## config.mk

```make
export PLATFORM = sky130hd
export DESIGN_NAME = shared_mem_arbiter
export DESIGN_NICKNAME = d
export VERILOG_FILES = /design/src/rtl/arb_pkg.sv /design/src/rtl/arb_prio_pick.sv /design/src/rtl/arb_hold_slot.sv /design/src/rtl/shared_mem_arbiter.sv
export SDC_FILE = /design/constraint.sdc
export NUM_CORES = 1
export LEC_CHECK = 0
export ABC_CLOCK_PERIOD_IN_PS = 14100
export BUFFER_PORTS_ARGS = -buffer_cell sky130_fd_sc_hd__buf_2
export CORE_MARGIN = 10
export CORE_UTILIZATION = 48
export CTS_BUF_LIST = sky130_fd_sc_hd__clkbuf_2 sky130_fd_sc_hd__clkbuf_4 sky130_fd_sc_hd__clkbuf_8
export DETAILED_ROUTE_END_ITERATION = 6
export GPL_ROUTABILITY_DRIVEN = 0
export PLACE_DENSITY = 0.79
export SYNTH_ARGS = -nofsm -noshare
export SYNTH_HDL_FRONTEND = slang
export SYNTH_HIERARCHICAL = 1
export SYNTH_SLANG_ARGS = --single-unit
```

## constraint.sdc

```tcl
create_clock -name clk -period 14.1 [get_ports clk]
set_clock_uncertainty 0.1 [all_clocks]
set_input_delay 0.705 -clock clk [delete_from_list [all_inputs] [get_ports clk]]
set_output_delay 0.705 -clock clk [all_outputs]
set_load 0.01 [all_outputs]
```

## src/rtl/arb_pkg.sv

```systemverilog
`timescale 1ns/1ps
package arb_pkg;
  localparam int RDY_W = 2;
  // ready-count codes
  localparam logic [RDY_W-1:0] RDY_DONE = 2'd0;  // data valid, port free
  localparam logic [RDY_W-1:0] RDY_BUSY = 2'd3;  // busy, completion unknown
endpackage

```

## src/rtl/arb_prio_pick.sv

```systemverilog
`timescale 1ns/1ps
// Lowest index wins; one-hot and binary forms of the winner.
module arb_prio_pick #(
  parameter int N     = 3,
  parameter int IDX_W = 2
) (
  input  logic [N-1:0]     req,
  output logic             found,
  output logic [N-1:0]     onehot,
  output logic [IDX_W-1:0] idx
);
  always_comb begin
    found  = |req;
    onehot = '0;
    idx    = '0;
    for (int i = N - 1; i >= 0; i--) begin
      if (req[i]) begin
        onehot    = '0;
        onehot[i] = 1'b1;
        idx       = IDX_W'(i);
      end
    end
  end
endmodule

```

## src/rtl/arb_hold_slot.sv

```systemverilog
`timescale 1ns/1ps
// One-entry holding register for a strobe that could not be forwarded.
module arb_hold_slot #(
  parameter int AW = 21,
  parameter int DW = 32
) (
  input  logic          clk,
  input  logic          rst,
  input  logic          cap,
  input  logic          clr,
  input  logic [AW-1:0] in_addr,
  input  logic [DW-1:0] in_wdata,
  input  logic          in_rd,
  input  logic          in_wr,
  output logic          valid,
  output logic [AW-1:0] addr,
  output logic [DW-1:0] wdata,
  output logic          rd,
  output logic          wr
);
  always_ff @(posedge clk) begin
    if (rst)      valid <= 1'b0;
    else if (clr) valid <= 1'b0;
    else if (cap) valid <= 1'b1;
  end

  // payload needs no reset: qualified by valid
  always_ff @(posedge clk) begin
    if (cap) begin
      addr  <= in_addr;
      wdata <= in_wdata;
      rd    <= in_rd;
      wr    <= in_wr;
    end
  end
endmodule

```

## src/rtl/shared_mem_arbiter.sv

```systemverilog
`timescale 1ns/1ps
module shared_mem_arbiter
  import arb_pkg::*;
#(
  parameter int N  = 3,
  parameter int AW = 21,
  parameter int DW = 32
) (
  input  logic                      clk,
  input  logic                      rst,
  input  logic [N-1:0][AW-1:0]      m_addr,
  input  logic [N-1:0][DW-1:0]      m_wdata,
  input  logic [N-1:0]              m_rd,
  input  logic [N-1:0]              m_wr,
  output logic [N-1:0][DW-1:0]      m_rdata,
  output logic [N-1:0][RDY_W-1:0]   m_rdy_cnt,
  output logic [AW-1:0]             s_addr,
  output logic [DW-1:0]             s_wdata,
  output logic                      s_rd,
  output logic                      s_wr,
  input  logic [DW-1:0]             s_rdata,
  input  logic [RDY_W-1:0]          s_rdy_cnt
);
  localparam int IDX_W = (N > 1) ? $clog2(N) : 1;

  logic [N-1:0]          live_req, cand, pick_oh;
  logic [N-1:0]          pend_v, pend_rd, pend_wr, cap, clr;
  logic [N-1:0][AW-1:0]  pend_addr;
  logic [N-1:0][DW-1:0]  pend_wdata;
  logic                  found, mem_free, grant, own_v;
  logic [IDX_W-1:0]      win_idx, own_idx;

  assign live_req = m_rd | m_wr;
  assign cand     = live_req | pend_v;
  assign mem_free = (s_rdy_cnt == RDY_DONE);
  assign grant    = mem_free & found;

  arb_prio_pick #(.N(N), .IDX_W(IDX_W)) u_pick (
    .req(cand), .found(found), .onehot(pick_oh), .idx(win_idx)
  );

  for (genvar g = 0; g < N; g++) begin : g_slot
    assign clr[g] = grant & pick_oh[g];
    assign cap[g] = live_req[g] & ~pend_v[g] & ~(grant & pick_oh[g]);

    arb_hold_slot #(.AW(AW), .DW(DW)) u_slot (
      .clk(clk), .rst(rst), .cap(cap[g]), .clr(clr[g]),
      .in_addr(m_addr[g]), .in_wdata(m_wdata[g]),
      .in_rd(m_rd[g]), .in_wr(m_wr[g]),
      .valid(pend_v[g]), .addr(pend_addr[g]), .wdata(pend_wdata[g]),
      .rd(pend_rd[g]), .wr(pend_wr[g])
    );
  end

  // forward the winner, stored copy taking precedence over live lines
  always_comb begin
    s_addr  = '0;
    s_wdata = '0;
    s_rd    = 1'b0;
    s_wr    = 1'b0;
    if (grant) begin
      for (int i = 0; i < N; i++) begin
        if (pick_oh[i]) begin
          if (pend_v[i]) begin
            s_addr  = pend_addr[i];
            s_wdata = pend_wdata[i];
            s_rd    = pend_rd[i];
            s_wr    = pend_wr[i];
          end else begin
            s_addr  = m_addr[i];
            s_wdata = m_wdata[i];
            s_rd    = m_rd[i];
            s_wr    = m_wr[i];
          end
        end
      end
    end
  end

  always_ff @(posedge clk) begin
    if (rst) begin
      own_v   <= 1'b0;
      own_idx <= '0;
    end else if (grant) begin
      own_v   <= 1'b1;
      own_idx <= win_idx;
    end
  end

  for (genvar g = 0; g < N; g++) begin : g_ret
    logic is_own;
    assign is_own     = own_v && (own_idx == IDX_W'(g));
    assign m_rdata[g] = is_own ? s_rdata : '0;
    always_comb begin
      if (is_own && mem_free) m_rdy_cnt[g] = RDY_DONE;
      else if (pend_v[g])     m_rdy_cnt[g] = RDY_BUSY;
      else if (is_own)        m_rdy_cnt[g] = s_rdy_cnt;
      else                    m_rdy_cnt[g] = RDY_DONE;
    end
  end
endmodule

```

==> results.cfg <==
[detailed_routing]
vias = 7213
routedWlPerCell_um = 23.7
drt-total-wl_um = 29500
dr.first_iter.drc_count = 449
firstDrtPassIters = 5
drc_errors = 0
ant_nets = 0
vias_per_cell = 5.81

[grt]
track_usage = 0.228
grt-ovfl-total = 0
grt_max_degree = 75
grt_pass1_wl_um = 43300
antenna_found_initial = 6
grt_pass1_vias = 7432

[logic_synthesis]
yosysWarnings = 6
synth_top_flop_cell = edfxtp_1
synth-edff-count = 165
synth-seq-cells = 171
synth-async-reset-ratio = 0
yosysMostFrequentCell = edfxtp_1
syn-num-nets = 862
synth_area_leaders = edfxtp_1 (55%), mux2_2 (13%), and2_1 (6.8%)
synth_common_cells = edfxtp_1 (165), mux2_2 (104), and2_1 (99)
avgSynthCellArea_um2 = 13.7
syn_area_um2 = 9080
synth_top_cell_area_share = 0.545
seq_area_frac_synth = 0.559
synth_cell_types = 28
synth_cells = 661
yosys.area.top_type = edfxtp_1

[floorplan]
rows = 50
core_um2 = 18600
fp.dieW_um = 158
dieArea_um2 = 24800
die_h_um = 158
ioPinCount = 358
initial_utilization = 0.487

[setup_path]
cp-start-kind = flip-flop
crit_chain = buf_4 -> or3_1 -> nor2b_4 -> nor2b_4 -> buf_4 -> a221oi_1 -> a211oi_1 -> buf_2
cp_top_family = simple AND/OR/NAND/NOR gates
worst_path_max_delay_cell = or3_1
crit_arrival_ns = 3.49
startpoint = g_slot[1].u_slot/valid$_SDFFE_PP0P_
path_buf_inv = 3
ff2ff_path_depth = 7
cp_max_fo = 60
setup.worst_path.class = reg -> out
required_ns = 13.30
max_stage_delay_ns = 0.52
end_kind = primary output
rrSetupSlack_ns = 10.97
cp.depth = 8
timing.rr.start = g_slot[1].u_slot/valid$_SDFFE_PP0P_

[pwr]
p_leak_nw = 4.84
comb_power_share = 0.193
power.switching_mw = 0.331
swShare = 0.268
power.density_nw_per_um2 = 108
pwr-share-seq = 0.512
power_mw = 1.23
ir_drop_v = 0.0000559
clock_power_share = 0.295
p_int_mw = 0.903

[clocking]
cts_root_buf = clkbuf_8
cts_tree = done
post-cts-setup-buffer-count = 0
cts_buffer_depth = 2
cts_sinks = 171
cts_max_level = 4
clk_pin_slew_worst_paths_ns = 0.09
numCtsBuffers = 17
clock_latency_ns = 0.45
postCtsHoldBufs = 0
post_cts_resize_count = 0

[sta]
max_freq_ghz = 0.233
min_period_ns = 4.30
tightest_slew_ns = 1.14
fin_ws_ns = 9.80
setup_viol = 0
rsz0062_at_grt = no
drv_slew = 0
finalHoldViolCount = 0
min_period_over_period = 0.305
max-slew-margin-rel = 0.239
tns_ns = 0

[min_path]
whs_path_depth = 1
hold_path_class = in -> reg
worstHoldStart = m_addr[19]

[placed_design]
pre_cts_ws_ns = 10.23
io_buffers = 357
dpl-instance-area_um2 = 11000
hpwl_um = 21700

[final_layout]
fin_area_um2 = 11400
synthToLayoutAreaGrowth_pct = 25.6
drive_gt1_frac = 0.537
fillers = 1463
nets = 1189
fin_util = 0.612

[status]
status = finished clean

[flow_run]
maxCapViolCount = 0
==> kinds of logic (layout without fill, tap and decap cells) <==
kind of cell / Yosys count / after routing / synth area share
compound gates: 118 / 118 / 0.109
buf+inv: 63 / 403 / 0.0376
flops: 171 / 171 / 0.559
mux: 165 / 165 / 0.199
other cells: 0 / 7 / 0
simple gates: 144 / 144 / 0.0952
==> metal layers <==
metal,GRT usage,vias up,share of wire,wire length [µm]
met5,0,-,0.00044,13
met3,0.0820,39,0.11,3110
li1,-,3276,-,-
met4,0.0748,2,0.023,667
met1,0.272,3511,0.39,11400
met2,0.375,385,0.48,14200
==> final cells by class <==
class / count / area (µm²) / share of cell area
Multi-Input combinational cell: 427 / 3710 / 0.325
Timing Repair Buffer: 371 / 1890 / 0.166
Sequential cell: 171 / 5080 / 0.445
Clock buffer: 19 / 249 / 0.0218
Antenna cell: 7 / 17.5 / 0.00154
Clock inverter: 13 / 168 / 0.0147
Tap cell: 234 / 293 / 0.0257
==> sequential cells by signal, summed over array words and instances (netlist names) <==
name and count:
g_slot.u_slot/addr 63, g_slot.u_slot/rd 3, g_slot.u_slot/valid 3, g_slot.u_slot/wdata 96, g_slot.u_slot/wr 3, own_idx 2, own_v 1
==> power by group through the flow <==
| stage | registers, mW | logic, mW | clock network (mW) |
|---|---|---|---|
| final | 0.632 | 0.238 | 0.364 |
| after global routing | 0.636 | 0.256 | 0.393 |
| after CTS | 0.632 | 0.238 | 0.373 |
| after detailed placement | 0.643 | 0.238 | 0 |
| after global placement | 0.641 | 0.234 | 0 |
| after floorplan | 0.636 | 0.156 | 0 |
==> final timing paths <==
path                                                            end
worst max-delay path                                     s_addr[10]
worst min-delay path            g_slot[0].u_slot/addr[19]$_DFFE_PP_
worst max register to register  g_slot[0].u_slot/wdata[0]$_DFFE_PP_
worst min register to register              own_idx[1]$_SDFFE_PP0N_
==> per-stage QoR <==
| stage | cells | hold WS [ns] |
|---|---|---|
| floorplan | 661 | 0.365 |
| global placement | 1203 | 0.430 |
| detailed placement | 1203 | 0.436 |
| CTS | 1235 | 0.287 |
| global route | 1240 | 0.284 |
| finish | 1242 | 0.326 |
==> layout by cell type (no fill, tap or decap) <==
cell type,count
buf_4,14
a211oi_2,4
nor3b_1,1
edfxtp_1,165
bufinv_16,3
mux2_2,104
nor2b_4,2
buf_2,357
nor3_2,6
clkinv_2,3
and3b_1,2
clkbuf_8,17
nand2_1,16
nor2_1,8
inv_8,1
or3b_2,2
diode_2,7
nor3b_2,2
a21oi_1,2
nand3b_1,2
o21ai_0,6
or3_1,4
mux2i_1,55
a211oi_1,51
mux2_4,6
clkinv_4,3
dfxtp_2,2
and2_1,99
a221oi_1,49
clkbuf_4,2
dfxtp_4,1
inv_6,2
dfxtp_1,3
a221oi_2,6
clkinvlp_4,1
==> worst reg2reg max path: stages (launching register included) <==
cell	delay (ns)
dfxtp_2	0.31
buf_4	0.33
or3_1	0.53
or3_1	0.38
nor3b_1	0.21
and2_1	0.21
nor3_2	0.14
buf_4	0.53
(Power assumes the default switching activity.)
